`src/rtl/sca_pkg.sv`:
```
// Shared types for the sync counter array.
// Assumes the register address carries a two-bit select above the index.
package sca_pkg;
    typedef enum logic [1:0] {
        SEL_COUNT  = 2'd0,
        SEL_THRESH = 2'd1,
        SEL_ENABLE = 2'd2,
        SEL_STATUS = 2'd3
    } reg_sel_e;
endpackage

```
`src/rtl/sca_inc_decode.sv`:
```
// Turns engine strobes and a software increment into one add amount per counter.
// Assumes every strobe adds one; strobes on the same index accumulate.
module sca_inc_decode #(
    parameter int N_CNT = 8,
    parameter int N_ENG = 2,
    parameter int IDXW  = 3,
    parameter int AMTW  = 2
) (
    input  logic [N_ENG-1:0]      eng_vld,
    input  logic [N_ENG*IDXW-1:0] eng_idx,
    input  logic                  sw_vld,
    input  logic [IDXW-1:0]       sw_idx,
    output logic [N_CNT*AMTW-1:0] amt
);
    for (genvar i = 0; i < N_CNT; i++) begin : g_cnt
        logic [AMTW-1:0] acc;
        // Count the hits that target counter i in this cycle.
        always_comb begin
            acc = '0;
            for (int p = 0; p < N_ENG; p++) begin
                if (eng_vld[p] && (eng_idx[p*IDXW +: IDXW] == IDXW'(i))) begin
                    acc = acc + AMTW'(1);
                end
            end
            if (sw_vld && (sw_idx == IDXW'(i))) begin
                acc = acc + AMTW'(1);
            end
        end
        assign amt[i*AMTW +: AMTW] = acc;
    end
endmodule

```
`src/rtl/sca_slot.sv`:
```
// One counter with its threshold, interrupt enable and sticky status bit.
// Assumes reset state counter == threshold == 0, which already counts as reached.
module sca_slot #(
    parameter int CW   = 32,
    parameter int AMTW = 2
) (
    input  logic            clk,
    input  logic            rst_n,
    input  logic [AMTW-1:0] amt,
    input  logic            thr_we,
    input  logic [CW-1:0]   thr_wdata,
    input  logic            en_we,
    input  logic            en_wdata,
    input  logic            st_clr,
    output logic [CW-1:0]   cnt,
    output logic [CW-1:0]   thr,
    output logic            en,
    output logic            st,
    output logic            reached
);
    logic [CW-1:0] diff;
    logic          reached_q;

    // Circular compare: reached when the modular difference is non-negative.
    always_comb begin
        diff    = cnt - thr;
        reached = ~diff[CW-1];
    end

    // Counter advances by the number of hits this cycle, wrapping freely.
    always_ff @(posedge clk) begin
        if (!rst_n) cnt <= '0;
        else        cnt <= cnt + CW'(amt);
    end

    // Threshold and enable registers written from the register port.
    always_ff @(posedge clk) begin
        if (!rst_n) begin
            thr <= '0;
            en  <= 1'b0;
        end else begin
            if (thr_we) thr <= thr_wdata;
            if (en_we)  en  <= en_wdata;
        end
    end

    // Sticky status: set on a not-reached to reached edge, set wins over clear.
    always_ff @(posedge clk) begin
        if (!rst_n) begin
            reached_q <= 1'b1;
            st        <= 1'b0;
        end else begin
            reached_q <= reached;
            st        <= (st & ~st_clr) | (reached & ~reached_q);
        end
    end

    AST_CNT_STEP: assert property (@(posedge clk) disable iff (!rst_n)
        1'b1 |=> cnt == $past(cnt) + CW'($past(amt)));
    AST_STATUS_SET: assert property (@(posedge clk) disable iff (!rst_n)
        (reached && !reached_q) |=> st);
    AST_STATUS_HOLD: assert property (@(posedge clk) disable iff (!rst_n)
        (st && !st_clr) |=> st);
endmodule

```
`src/rtl/sync_counter_array.sv`:
```
// Top: bank of wrapping sync counters with register port, channel stall and interrupts.
// Assumes N_CNT is a power of two so every index value names a counter.
module sync_counter_array #(
    parameter int N_CNT = 8,
    parameter int N_ENG = 2,
    parameter int CNT_W = 32,
    localparam int IDXW   = $clog2(N_CNT),
    localparam int AMTW   = $clog2(N_ENG + 2),
    localparam int ADDR_W = IDXW + 2
) (
    input  logic                  clk,
    input  logic                  rst_n,
    input  logic [N_ENG-1:0]      eng_inc_vld,
    input  logic [N_ENG*IDXW-1:0] eng_inc_idx,
    input  logic                  reg_wr,
    input  logic [ADDR_W-1:0]     reg_addr,
    input  logic [CNT_W-1:0]      reg_wdata,
    output logic [CNT_W-1:0]      reg_rdata,
    input  logic                  chan_wait,
    input  logic [IDXW-1:0]       chan_idx,
    input  logic [CNT_W-1:0]      chan_thresh,
    output logic                  chan_stall,
    output logic [N_CNT-1:0]      irq
);
    import sca_pkg::*;

    reg_sel_e               sel;
    logic [IDXW-1:0]        ridx;
    logic [N_CNT*AMTW-1:0]  amt;
    logic [CNT_W-1:0]       cnt_a [N_CNT];
    logic [CNT_W-1:0]       thr_a [N_CNT];
    logic [N_CNT-1:0]       en_v, st_v, reached_v;
    logic [CNT_W-1:0]       chan_diff;

    assign sel  = reg_sel_e'(reg_addr[ADDR_W-1 -: 2]);
    assign ridx = reg_addr[IDXW-1:0];

    sca_inc_decode #(.N_CNT(N_CNT), .N_ENG(N_ENG), .IDXW(IDXW), .AMTW(AMTW)) u_dec (
        .eng_vld (eng_inc_vld),
        .eng_idx (eng_inc_idx),
        .sw_vld  (reg_wr && (sel == SEL_COUNT)),
        .sw_idx  (ridx),
        .amt     (amt)
    );

    for (genvar i = 0; i < N_CNT; i++) begin : g_slot
        logic hit;
        assign hit = reg_wr && (ridx == IDXW'(i));
        sca_slot #(.CW(CNT_W), .AMTW(AMTW)) u_slot (
            .clk       (clk),
            .rst_n     (rst_n),
            .amt       (amt[i*AMTW +: AMTW]),
            .thr_we    (hit && (sel == SEL_THRESH)),
            .thr_wdata (reg_wdata),
            .en_we     (hit && (sel == SEL_ENABLE)),
            .en_wdata  (reg_wdata[0]),
            .st_clr    (hit && (sel == SEL_STATUS) && reg_wdata[0]),
            .cnt       (cnt_a[i]),
            .thr       (thr_a[i]),
            .en        (en_v[i]),
            .st        (st_v[i]),
            .reached   (reached_v[i])
        );
    end

    // Read mux over the four register kinds.
    always_comb begin
        unique case (sel)
            SEL_COUNT:  reg_rdata = cnt_a[ridx];
            SEL_THRESH: reg_rdata = thr_a[ridx];
            SEL_ENABLE: reg_rdata = {{(CNT_W-1){1'b0}}, en_v[ridx]};
            default:    reg_rdata = {{(CNT_W-1){1'b0}}, st_v[ridx]};
        endcase
    end

    // Channel stall: hold while the selected counter is behind the channel's target.
    always_comb begin
        chan_diff  = cnt_a[chan_idx] - chan_thresh;
        chan_stall = chan_wait & chan_diff[CNT_W-1];
    end

    // Interrupt lines gate status with enable.
    assign irq = st_v & en_v;

    AST_FLAG_UPPER_ZERO: assert property (@(posedge clk) disable iff (!rst_n)
        (sel == SEL_ENABLE || sel == SEL_STATUS) |-> reg_rdata[CNT_W-1:1] == '0);
    AST_STALL_NEEDS_WAIT: assert property (@(posedge clk) disable iff (!rst_n)
        !chan_wait |-> !chan_stall);
    AST_IRQ_NEEDS_STATUS: assert property (@(posedge clk) disable iff (!rst_n)
        $rose(irq[0]) |-> st_v[0] && en_v[0]);
endmodule

```
`config.mk`:
```
export PLATFORM = sky130hd
export DESIGN_NAME = sync_counter_array
export DESIGN_NICKNAME = d
export VERILOG_FILES = /design/src/rtl/sca_pkg.sv /design/src/rtl/sca_inc_decode.sv /design/src/rtl/sca_slot.sv /design/src/rtl/sync_counter_array.sv
export SDC_FILE = /design/constraint.sdc
export NUM_CORES = 2
export LEC_CHECK = 0
export ABC_CLOCK_PERIOD_IN_PS = 11000
export BUFFER_PORTS_ARGS = -buffer_cell sky130_fd_sc_hd__buf_2
export CORE_ASPECT_RATIO = 2
export CORE_MARGIN = 4
export CORE_UTILIZATION = 40
export DETAILED_ROUTE_END_ITERATION = 10
export PLACE_DENSITY = 0.65
export SYNTH_ARGS = -nofsm -noshare
export SYNTH_HDL_FRONTEND = slang
export SYNTH_SLANG_ARGS = --single-unit
```
`constraint.sdc`:
```
create_clock -name clk -period 11 [get_ports clk]
set_input_delay 2.2 -clock clk [delete_from_list [all_inputs] [get_ports clk]]
set_output_delay 2.2 -clock clk [all_outputs]
set_load 0.02 [all_outputs]
```
==> flow_metrics.py <==
metrics = {
    "cells_and_area": {
        "area_delta_synth_final_pct": 9.140,
        "nets": 4374,
        "post_route_cells_drive_above_1_share_pct": 13.29,
        "instances_no_fill": 5199,
    },
    "cts": {
        "insertion_delay_ps": 620,
        "htree_num_levels": 2,
        "cts_tree": "built",
        "post_cts_buffers": 0,
        "root_buffer": "clkbuf_16",
        "clkTransAtPathRegs_ps": 60,
        "cts_buffers": 51,
        "cts_hold_buf": 0,
        "cts.sinks": 536,
        "cts-resized-gates": 0,
        "clock_path_buffers": 3,
    },
    "job": {
        "drv_cap": 0,
    },
    "die": {
        "fp-row-count": 155,
        "fp.dieW_um": 219.9,
        "start_util_pct": 40.28,
        "core_area_mm2": 0.08921,
        "dieArea_mm2": 0.09499,
        "die_h_um": 431.9,
        "ios": 125,
    },
    "timing": {
        "max_slew_margin_pct": 15.67,
        "grt_setup_unrepaired": "false",
        "fmax_mhz": 106.7,
        "timing.final.ws_setup_ps": 1626,
        "max_slew.worst_pin.slew_ps": 1253,
        "hold_ws_ps": 484.0,
        "finalHoldViolCount": 0,
        "tns_ps": 0,
        "finalSetupViolations": 0,
        "maxSlewViolCount": 0,
        "min_period_ps": 9374,
        "skew_ps": 19.98,
        "fin_crit_sh_pct": 85.22,
    },
    "place": {
        "dp.cells": 5104,
        "place_ws_ps": 1949,
        "hpwl_um": 100200,
        "gp_congestion": 0.9781,
        "portBuffers": 124,
    },
    "synthesis": {
        "synth_flop_cell": "dfxtp_1",
        "synthTopCellsByArea": "dfxtp_1 30%, mux4_2 14%, ha_1 11%",
        "synth_top_area_cell": "dfxtp_1",
        "synth.top_cell.area_share_pct": 29.86,
        "syn-num-nets": 4381,
        "synthDistinctLibCells": 67,
        "synth_edf_count": 0,
        "syn_inst": 3987,
        "ys_seq_area_share_pct": 29.86,
        "syn_area_mm2": 0.03593,
        "ys_seq_elements": 536,
        "synthArstFlopShare_pct": 0,
        "avgSynthCellArea_um2": 9.013,
        "yosysWarnings": 0,
    },
    "routing": {
        "wl_per_cell_um": 25.42,
        "drt-total-wl_um": 132200,
        "drtIter0Drc": 2679,
        "drc": 0,
        "first_pass_iters": 5,
        "vias_per_cell": 5.886,
        "vias": 30599,
        "ant_nets": 0,
    },
    "min_path": {
        "hold_class": "flop to flop",
    },
    "critical_path": {
        "worstPathRequired_ps": 8800,
        "r2r_setup_slack_ps": 7760,
        "crit_arrival_ps": 7170,
        "end_kind": "primary output",
        "cp_slowest_stage_delay_ps": 900,
        "crit_type": "input pin to primary output",
        "path_cells": "buf_4, mux4_2, mux2_2, ha_1, nand4_1, nor4_2, nand3_1, o22ai_1, nor2_1, o21ai_0, buf_2",
        "cp_slowest_cell": "o21ai_0",
        "path_max_fanout": 35,
        "start_kind": "input pin",
    },
    "power_and_ir_drop": {
        "power.leakage_nw": 14.71,
        "p_int_mw": 3.109,
        "ir_drop_uv": 134.5,
        "p_comb_share_pct": 7.6,
        "switching_share_pct": 25.33,
        "power_density_mw_per_mm2": 106.2,
        "p_total_mw": 4.164,
        "switchingPower_mw": 1.055,
        "clockPowerShare_pct": 45.0,
        "pwr-share-seq_pct": 47.4,
    },
    "global_route": {
        "grt_max_degree": 170,
        "gr-total-overflow": 0,
        "grt_pass1_wl_um": 194600,
        "first_global_vias": 30466,
        "grt_usage_pct": 27.44,
        "antenna_found_initial": 7,
    },
    "run_status": {
        "status": "completed",
    },
}
## power by group through the flow
stage | sequential (mW) | combinational (mW) | clock (mW)
2_1_floorplan | 2.01 | 0.208 | 0
3_3_place_gp | 2.02 | 0.309 | 0
3_5_place_dp | 2.02 | 0.313 | 0
4_1_cts | 1.97 | 0.314 | 1.90
5_1_grt | 1.97 | 0.337 | 1.97
6_report | 1.97 | 0.317 | 1.87
## Yosys cell counts (all sizes together) (42+ instances only)
library cell and instances:
a21boi 300, a21oi 88, and2 212, and3 51, clkbuf 188, dfxtp 536
ha 302, inv 324, mux4 229, nand2 683, nand3 122, nand4 117
nor2 81, nor2b 70, o21ai 90, or3 42, xnor2 149, xor2 65
## area by class of cell
| type | instances | area, um^2 |
|---|---|---|
| diodes | 4 | 10.01 |
| clock buffers | 72 | 1486 |
| clock inverters | 19 | 222.7 |
| fillers | 8721 | 49990 |
| inverters | 324 | 1216 |
| multi-input cells | 2904 | 23140 |
| flip-flops and latches | 536 | 10730 |
| well taps | 1177 | 1473 |
| repair buffers | 163 | 943.4 |
## cells in the final DEF (no fill, tap or decap), types with 70 or more instances in the layout
cell      Yosys  final
ha_1        302    302
nor2b_1      70     70
nand2_1     683    683
buf_2        15    119
and2_1      211    211
a21boi_0    298    298
nor2_1       81     74
dfxtp_1     536    536
inv_1       324    324
nand3_1     122    121
mux4_2      227    227
o21ai_0      90     90
nand4_1     116    116
xnor2_1     149    149
a21oi_1      88     88
## state kept, by name, summed over array words and instances, names as in the netlist
signal,flops
g_slot.u_slot.cnt,256
g_slot.u_slot.en,8
g_slot.u_slot.st,8
g_slot.u_slot.reached_q,8
g_slot.u_slot.thr,256
## stage by stage
stage               cell area [um^2]  utilization (%)
detailed placement             37500            42.04
global route                   39220            43.96
global placement               37500            42.04
floorplan                      35930                -
CTS                            39210            43.95
finish                         39220            43.96
## worst max-delay path: cells and delay by family
family / cells / cell delay (ps)
AOI/OAI and AO/OA: 2 / 1420
adders and majority gates: 1 / 310
buffers and inverters: 2 / 880
muxes: 2 / 880
and+or+nand+nor: 4 / 1430
## kinds of logic (layout without fill, tap and decap cells)
group                      after synthesis  in the layout  synth area share (%)
AOI/OAI and AO/OA                      600            600                 11.51
xor gates and xnor gates               214            214                 5.216
adders and majority gates              310            310                 10.96
buffers and inverters                  547            578                 5.944
DFF                                    536            536                 29.86
muxes                                  277            277                 15.85
other                                    0              4                     0
and+or+nand+nor                       1503           1503                 20.66
## final timing paths
check	from	endpoint	cells after the start
setup reg to reg	g_slot[7].u_slot.cnt[29]	g_slot[7].u_slot.reached_q	6
setup / recovery	chan_idx[0]	chan_stall	11
hold / removal	g_slot[7].u_slot.thr[15]	g_slot[7].u_slot.thr[15]	2
hold reg to reg	g_slot[7].u_slot.thr[15]	g_slot[7].u_slot.thr[15]	2
## layer usage
metal	track usage [%]	share of wire, %	vias to the layer above
met5	0	0.023	-
met4	22.31	10	4
met3	4.091	6.8	473
met2	46.09	48	1299
met1	30.43	35	14903
li1	-	-	13920
Note: power is estimated with default switching activity, not from simulation.
